--- config.mk ---
export PLATFORM = sky130hd
export DESIGN_NAME = fifo_rtdepth
export DESIGN_NICKNAME = d
export VERILOG_FILES = /design/src/rtl/fifo_rtdepth.sv
export SDC_FILE = /design/constraint.sdc
export NUM_CORES = 1
export LEC_CHECK = 0
export ABC_AREA = 0
export BUFFER_PORTS_ARGS = -buffer_cell sky130_fd_sc_hd__buf_2
export CORE_ASPECT_RATIO = 1.25
export CORE_UTILIZATION = 52
export CTS_CLUSTER_DIAMETER = 30
export DETAILED_ROUTE_END_ITERATION = 12
export HOLD_SLACK_MARGIN = 0.12
export PLACE_DENSITY = 0.71
export SYNTH_ARGS = -nofsm -noshare
export SYNTH_HDL_FRONTEND = slang
export SYNTH_SLANG_ARGS = --single-unit
--- constraint.sdc ---
create_clock -name clk -period 3.8 [get_ports clk]
set_clock_uncertainty 0.2 [all_clocks]
set_input_delay 0.38 -clock clk [delete_from_list [all_inputs] [get_ports clk]]
set_output_delay 0.38 -clock clk [all_outputs]
set_load 0.02 [all_outputs]
--- src/rtl/fifo_rtdepth.sv ---
module fifo_rtdepth #(
  parameter int DATA_W     = 32,
  parameter int CAP        = 32,
  parameter int FS_W       = 6,
  parameter int NARROW_MAX = 8,
  parameter int MID_MAX    = 16,
  localparam int PTR_W     = $clog2(CAP),
  localparam int CNT_W     = PTR_W + 1
) (
  input  logic              clk,
  input  logic              rst_n,
  input  logic              flush,
  input  logic [FS_W-1:0]   frame_size,
  input  logic              push,
  input  logic [DATA_W-1:0] push_data,
  input  logic              pop,
  output logic [DATA_W-1:0] pop_data,
  output logic [CNT_W-1:0]  level,
  output logic              empty,
  output logic              almost_empty,
  output logic              almost_full,
  output logic              full,
  output logic              overflow
);
  localparam logic [CNT_W-1:0] DEPTH_HI  = CNT_W'(CAP);
  localparam logic [CNT_W-1:0] DEPTH_MID = CNT_W'(CAP / 2);
  localparam logic [CNT_W-1:0] DEPTH_LO  = CNT_W'(CAP / 4);

  logic [DATA_W-1:0] mem [CAP];
  logic [PTR_W-1:0]  rd_ptr;
  logic [PTR_W-1:0]  wr_idx;
  logic [CNT_W-1:0]  depth;
  logic              do_push, do_pop, drop;

  always_comb begin
    if (int'(frame_size) <= NARROW_MAX)   depth = DEPTH_HI;
    else if (int'(frame_size) <= MID_MAX) depth = DEPTH_MID;
    else                                  depth = DEPTH_LO;
  end

  assign empty        = (level == '0);
  assign almost_empty = (level == CNT_W'(1));
  assign full         = (level >= depth);
  assign almost_full  = (level == depth - CNT_W'(1));

  assign do_push  = push && !full && !flush;
  assign drop     = push && full && !flush;
  assign do_pop   = pop && !empty && !flush;
  assign wr_idx   = rd_ptr + level[PTR_W-1:0];
  assign pop_data = empty ? '0 : mem[rd_ptr];

  always_ff @(posedge clk)
    if (do_push) mem[wr_idx] <= push_data;

  always_ff @(posedge clk or negedge rst_n) begin
    if (!rst_n) begin
      rd_ptr   <= '0;
      level    <= '0;
      overflow <= 1'b0;
    end else if (flush) begin
      rd_ptr   <= '0;
      level    <= '0;
      overflow <= 1'b0;
    end else begin
      if (do_pop) rd_ptr <= rd_ptr + PTR_W'(1);
      if (do_push && !do_pop)      level <= level + CNT_W'(1);
      else if (do_pop && !do_push) level <= level - CNT_W'(1);
      if (drop)     overflow <= 1'b1;
      else if (pop) overflow <= 1'b0;
    end
  end
endmodule

==> run metrics, run 1 <==
number of placed I/O pins=86; Worst Reg-to-Reg Cells=9; drt total wl=slightly above 100000 microns; GRT Residual Overflow=0; Detailed Routing Iterations Pass 1=5; library cells used by synthesis=46; global-route usage over all layers=26.2%; ranking of synthesized cells by area=sky130_fd_sc_hd__edfxtp_1 76%, sky130_fd_sc_hd__mux4_2 12%, sky130_fd_sc_hd__mux2i_1 2.4%, sky130_fd_sc_hd__mux2_1 1.8%, sky130_fd_sc_hd__dfrtp_1 0.74%; peak fanout along the critical path=8; Area growth syn-to-layout=22.8%; Routed wire per std cell=approximately 31 microns; final period utilization=102%; antenna fix cells=0; final net count=around 2200; result of the run=complete, but fails checks; static leakage power=roughly 16 nW; number of design-rule violations left by the first detailed-router iteration=~2200; horizontal die dimension=~250 microns; Internal Dissipation=about 0.024 W; starting density of the core=52.9%; post-synthesis sequential area ratio=76.9%; time the worst path needs with I/O delays and setup=~3900 ps; H-tree levels=4; final-report max-slew violation count=0; crit path launch type=flip-flop; clock buffer count from CTS=142; area of the mapped netlist=just over 40000 sq um; maximum frequency from static timing analysis=259 MHz; clock tree from TritonCTS=done; clock sink count=1036; power density over cell area=between 600 and 700 nW/um^2; buffers added on ports=85; net switching power figure=about 0.01 W; max cap viols=0; start of the worst register-to-register path=rd_ptr[0]; placed standard-cell area=around 43000 sq um; Avg Vias per Cell=roughly 6.4; clock-pin slew on the worst setup and hold paths=around 50 ps; Setup WS post-layout=-60.8 ps; violated checks=negative setup slack; Longest Clk Path Bufs=3; total via count after detailed routing=roughly 21000; capture point of the worst path=pop_data[5]; number of global-route vias before repair=between 20000 and 25000; first-pass GRT wire length=roughly 150000 microns; Slew HR=47.3%; R2R setup slack=about 70 ps; number of synthesized register bits=1036; Final Hold Vio Count=0; synthesized instance count=approximately 1900; cell at the slowest stage of the critical path=sky130_fd_sc_hd__mux4_2; die height=about 310 microns; relative contribution of sequential cells to total power=between 30% and 40%; Final setup viols=13; GPL Wtd Cong=between 0.8 and 0.9; Tightest Hold Check Type=primary input to flip-flop; Synthesized Nets=around 1900; power after layout=roughly 0.034 W; post-layout utilization of the core=roughly two thirds; pin count of the biggest net entering global routing=92; number of synthesis warnings=0; launching instance or port of the critical path=rd_ptr[0]; Detailed Place HPWL=about 58000 microns; fraction of final layout cells with drive strength greater than 1=approximately a third; Logic pwr share=around a quarter; Crit Reg-Reg Endpoint=mem[17][0]; required arrival time at the worst endpoint=roughly 3200 ps; die area=78800 sq um; ordered list of cells on the worst path=buf_4 > mux4_2 > mux4_2 > o21ai_4 > nor3_1 > buf_4; category of the most critical setup path=flip-flop to primary output; maximum VDD drop=0.471 mV; DRC violations left=0; clk root buf=sky130_fd_sc_hd__clkbuf_16; core region area=roughly 76000 sq um; Yosys top cell by area=sky130_fd_sc_hd__edfxtp_1; category of the worst setup path capture point=primary output; setup repair after global routing missed its margin=yes; slew at the pin closest to its max-slew limit=790 ps; fraction of power spent switching nets=28.8%; average size of a mapped cell=21.6 sq um; post-route cell area=49600 sq um; data arrival time of the worst path=between 3000 and 4000 ps; clock group share of total power=a little over a third; number of antenna violations at the first check in global routing=2; top cell type's share of synthesized area=between 70% and 80%; maximum single-stage delay on the critical path=about 600 ps; Clock Latency Late Sink=720 ps; ANT nets after route=0; standard-cell row count=between 100 and 150
layout by cell type, fill, tap and decap left out, drive strengths merged, types with 33 or more instances in the layout:
cell	synthesis	final
nand2	38	38
clkbuf	40	165
nor2b	37	37
nor2	48	48
mux2	67	67
o22ai	33	33
nor3	33	33
mux4	224	224
buf	62	224
edfxtp	1024	1024
dlygate4sd3	0	39
o21ai	34	34
clkinv	0	50
mux2i	98	98
per-layer routing:
metal / track usage (%) / share of wire (%) / wire (microns)
met2: 45.2 / 53 / 53800
met5: 0 / 0 / 0
met1: 32.7 / 36 / 36300
met3: 4.55 / 7.6 / 7720
met4: 11.4 / 3.9 / 4000
state kept, by name, indices dropped and copies added, names as in the netlist:
name,flops
level,6
mem,1024
rd_ptr,5
overflow,1
power groups by stage:
stage | logic, W | registers, W | clock network, W
5_1_grt | 0.00908 | 0.0131 | 0.0131
3_5_place_dp | 0.00724 | 0.0133 | 0
2_1_floorplan | 0.00482 | 0.0133 | 0
3_3_place_gp | 0.00716 | 0.0133 | 0
6_report | 0.00872 | 0.0131 | 0.0125
4_1_cts | 0.00834 | 0.0131 | 0.0126
area by class of cell:
cell class,count,area [sq um]
Sequential cell,1036,31100
Inverter,5,18.8
Clock inverter,91,850
Fill cell,4763,26800
Timing Repair Buffer,272,3280
Tap cell,977,1220
Multi-Input combinational cell,722,9480
Clock buffer,159,3660
cells by family after synthesis:
logic type               Yosys count  synth area share [%]
flip-flops                      1036                  76.9
buffers and inverters            107                  1.32
multiplexers                     389                  16.8
adder cells (fa/ha/maj)           13                 0.421
AO/OA/AOI/OAI                    115                  1.90
XOR/XNOR                          16                 0.347
AND/OR/NAND/NOR                  189                  2.30
critical path: cells and delay by family (launching register included):
family          cells  cell delay, ps
mux                 2            1190
flops               1             530
buf+inv             2             470
compound gates      1             250
simple gates        1             100
cells in the mapped netlist (all sizes together):
cell type  instances
a311o              1
dfrtp             12
fa                 1
nor2b             37
nor2              48
nand3             11
a31oi              2
nor4bb             1
nand4b             1
clkbuf            40
nand2b             4
a21oi              5
a32oi              1
a221oi            32
nand4              2
mux2i             98
or3                2
nand2             38
and2               3
mux4             224
a211oi             2
xor2               6
ha                12
o21ai             34
nor4               2
or2                1
a22oi              1
inv                5
or4                1
a2111oi            1
or3b               1
edfxtp          1024
nor3              33
buf               62
mux2              67
o22ai             33
a21o               2
nor4b              2
a211o              1
xnor2             10
nand3b             2
metrics by stage:
| step | worst slack [ps] | std cells | hold WS (ps) | setup TNS (ps) |
|---|---|---|---|---|
| 4_1_cts | -72.5 | 3250 | 366 | -1100 |
| 3_5_place_dp | 309 | 2937 | 89.2 | 0 |
| 6_report | -60.8 | 3262 | 409 | -290 |
| 3_3_place_gp | 342 | 2937 | 86.0 | 0 |
| 2_1_floorplan | -158 | 1865 | -116 | -106880 |
| 5_1_grt | -93.4 | 3262 | 418 | -5120 |
worst min path at each step:
stage                      endpoint   from  cells past startpoint
after floorplan            level[0]  rst_n                      0
after global placement     level[5]  rst_n                      1
after detailed placement   level[5]  rst_n                      1
after CTS                 rd_ptr[0]  flush                      3
after global routing      rd_ptr[4]  flush                      3
final                     rd_ptr[0]  flush                      3
what timing repair did:
item / 4_1_cts / 5_1_grt
setup buffers: 17 / 7
hold endpoints to repair: 1048 / 0
cloned: 8 / 6
gates resized for setup: 108 / 29
pin swaps: 4 / 13
endpoints found under the setup margin: 32 / 50
hold buffers: 39 / 0
Note: power is estimated with default switching activity, not from simulation.
==> run 2: changes to the inputs <==
--- a/config.mk
+++ b/config.mk
@@ -6,13 +6,13 @@
 export NUM_CORES = 1
 export LEC_CHECK = 0
 export ABC_AREA = 0
-export BUFFER_PORTS_ARGS = -buffer_cell sky130_fd_sc_hd__buf_2
 export CORE_ASPECT_RATIO = 1.25
 export CORE_UTILIZATION = 52
 export CTS_CLUSTER_DIAMETER = 30
 export DETAILED_ROUTE_END_ITERATION = 12
+export DONT_BUFFER_PORTS = 1
 export HOLD_SLACK_MARGIN = 0.12
-export PLACE_DENSITY = 0.71
+export PLACE_DENSITY = 0.7
 export SYNTH_ARGS = -nofsm -noshare
 export SYNTH_HDL_FRONTEND = slang
 export SYNTH_SLANG_ARGS = --single-unit
==> constraint.sdc (replaced) <==
create_clock -name clk -period 3.8 [get_ports clk]
set_clock_uncertainty 0.2 [all_clocks]
set_input_delay 0.76 -clock clk [delete_from_list [all_inputs] [get_ports clk]]
set_output_delay 0.76 -clock clk [all_outputs]
set_load 0.02 [all_outputs]
==> run 2 against run 1 <==
Against the previous run:
- the run still ends with negative setup slack left
- cell area grew 0.96%
- power increased by 1.8%
- sequential cell count is the same
- setup slack worse by 340 ps
- clock power is 3% higher
- register-to-register slack better by 120 ps
- die area is the same
- wire length fell by 6.3%
- sequential share of layout area decreased by 0.59 points
- hold slack worse by 250 ps
- maximum frequency shrank 8.2%
==> run metrics, run 2 (synthesized netlist as in run 1, its figures left out) <==
maximum VDD drop=0.362 mV (-23%); global-route usage over all layers=24.6% (-1.6 points); Final Hold Vio Count=0 (unchanged); horizontal die dimension=251 microns (unchanged); Detailed Place HPWL=56900 microns (-1.2%); final-report max-slew violation count=0 (unchanged); commonest non-fill, non-tap cell in the layout=sky130_fd_sc_hd__edfxtp_1; starting density of the core=52.9% (unchanged); number of global-route vias before repair=21000 (-2.9%); first-pass GRT wire length=139000 microns (-4.9%); Fill cells=4739 (-0.50%); GRT Residual Overflow=0 (unchanged); category of the worst setup path capture point=primary output; clock buffer count from CTS=140 (-1.4%); clk root buf=sky130_fd_sc_hd__clkbuf_16; setup TNS=-9780 ps (-9490 ps); peak fanout along the critical path=7 (-1); Largest register FFs=1024 (unchanged); final period utilization=111% (+9.0 points); slew at the pin closest to its max-slew limit=1200 ps (+406 ps); setup repair after global routing missed its margin=yes; data arrival time of the worst path=3240 ps (-40 ps); R2R setup slack=190 ps (+120 ps); final net count=2226 (-0.40%); drt total wl=95400 microns (-6.3%); DRC violations left=0 (unchanged); worst hold slack=154 ps (-255 ps); buffers added on ports=0 (-100%); crit path launch type=flip-flop; violated checks=negative setup slack; power density over cell area=699 nW/um^2 (+0.82%); result of the run=complete, but fails checks; Setup WS post-layout=-403 ps (-343 ps); pin count of the biggest net entering global routing=58 (-37%); Area growth syn-to-layout=24.0%; Slew HR=20.0% (-27 points); clock-pin slew on the worst setup and hold paths=50 ps (about the same); clock tree from TritonCTS=done; number of placed I/O pins=86 (unchanged); GPL Wtd Cong=0.829 (+0.19%); required arrival time at the worst endpoint=2840 ps (-380 ps); time the worst path needs with I/O delays and setup=4200 ps (+343 ps); leading registers by flop count=mem (1024), level (6), rd_ptr (5); Clock Latency Late Sink=710 ps (about the same); Avg Vias per Cell=6.14 (-3.3%); Detailed Routing Iterations Pass 1=5 (unchanged); ANT nets after route=0 (unchanged); maximum frequency from static timing analysis=238 MHz (-8.2%); total via count after detailed routing=20000 (-3.4%); Longest Clk Path Bufs=3 (unchanged); number of design-rule violations left by the first detailed-router iteration=1835 (-15%); Tightest Hold Check Type=primary input to flip-flop; core region area=76300 sq um (unchanged); max cap viols=0 (unchanged); post-layout utilization of the core=65.6% (+0.62 points); fraction of final layout cells with drive strength greater than 1=35.2% (+0.98 points); top library cells by usage in the layout, fill and taps aside=1024 x sky130_fd_sc_hd__edfxtp_1, 224 x sky130_fd_sc_hd__mux4_2, 148 x sky130_fd_sc_hd__clkbuf_16, 119 x sky130_fd_sc_hd__buf_4, 98 x sky130_fd_sc_hd__mux2i_1; clock sink count=1036 (unchanged); Top reg by flops=mem; number of antenna violations at the first check in global routing=1 (-1); H-tree levels=4 (unchanged); die area=78800 sq um (unchanged); Routed wire per std cell=29.3 microns (-6.2%); worst setup slack after placement=42.4 ps (-267 ps); static leakage power=15.9 nW (+1.3%); Final setup viols=32 (+19); standard-cell row count=113 (unchanged); die height=314 microns (unchanged); category of the most critical setup path=flip-flop to primary output
==> run 2: cell types whose count changed in the layout (fill, tap and decap cells not counted), moves of 5 or more <==
cell and change:
sky130_fd_sc_hd__nor3_1 -8, sky130_fd_sc_hd__mux2i_4 -5, sky130_fd_sc_hd__mux2i_1 +9, sky130_fd_sc_hd__buf_12 +25, sky130_fd_sc_hd__dlygate4sd3_1 -21, sky130_fd_sc_hd__bufinv_16 +7
sky130_fd_sc_hd__buf_2 -67, sky130_fd_sc_hd__clkinv_4 -8, sky130_fd_sc_hd__buf_6 +7, sky130_fd_sc_hd__inv_6 +8, sky130_fd_sc_hd__buf_4 +53
==> run 2: area by class of cell <==
| type | count | area, sq um | share of cell area [%] |
|---|---|---|---|
| Antenna cell | 1 | 2.50 | 0.00500 |
| Clock buffer | 154 | 3600 | 7.19 |
| Clock inverter | 99 | 1090 | 2.17 |
| Inverter | 5 | 18.8 | 0.0375 |
| Multi-Input combinational cell | 723 | 9470 | 18.9 |
| Sequential cell | 1036 | 31100 | 62.1 |
| Tap cell | 977 | 1220 | 2.44 |
| Timing Repair Buffer | 264 | 3580 | 7.15 |
==> run 2: worst paths after layout <==
kind	from	to	cells past startpoint
max in group asynchronous	rst_n	rd_ptr[1]	1
min	push_data[31]	mem[15][31]	1
min in group asynchronous	rst_n	level[2]	1
min reg2reg	overflow	overflow	2
max	rd_ptr[0]	pop_data[17]	9
max reg2reg	rd_ptr[0]	mem[31][1]	9
==> run 2: per-stage QoR <==
stage                     area (sq um)  total power, W  instances
after floorplan                  40600          0.0181       1865
after global placement           43400          0.0207       2913
after detailed placement         43400          0.0208       2913
after CTS                        49600          0.0347       3237
after global routing             50000          0.0360       3258
final                            50000          0.0350       3259
==> run 2: routing by layer <==
layer	share of wire [%]	GRT usage, %	vias up
li1	-	-	8462
met1	38	31.7	10600
met2	53	42.9	807
met3	6.1	3.84	136
met4	2.4	8.27	0
met5	0	0	-
==> run 2: report_power, final <==
part | switching (W) | total [W] | internal (W)
logic | 0.00477 | 0.00896 | 0.00419
registers | 0.000151 | 0.0131 | 0.0129
clock network | 0.00501 | 0.0129 | 0.00793
total | 0.00993 | 0.0350 | 0.0250
==> run 2: critical path, stage by stage, from the launching register on <==
cell and delay, ps:
sky130_fd_sc_hd__dfrtp_4 520, sky130_fd_sc_hd__buf_12 160, sky130_fd_sc_hd__buf_16 150, sky130_fd_sc_hd__buf_12 140, sky130_fd_sc_hd__buf_6 110, sky130_fd_sc_hd__mux4_2 430
sky130_fd_sc_hd__mux4_2 570, sky130_fd_sc_hd__o21ai_4 230, sky130_fd_sc_hd__nor3_2 60, sky130_fd_sc_hd__buf_4 150
==> run 2: repair_timing <==
item / in CTS / in global routing
cloned: 4 / 7
endpoints found under the hold margin: 1048 / 0
gates resized for setup: 77 / 35
hold buffers: 49 / 0
pin swaps: 8 / 16
setup buffers: 20 / 18
setup endpoints to repair: 32 / 32
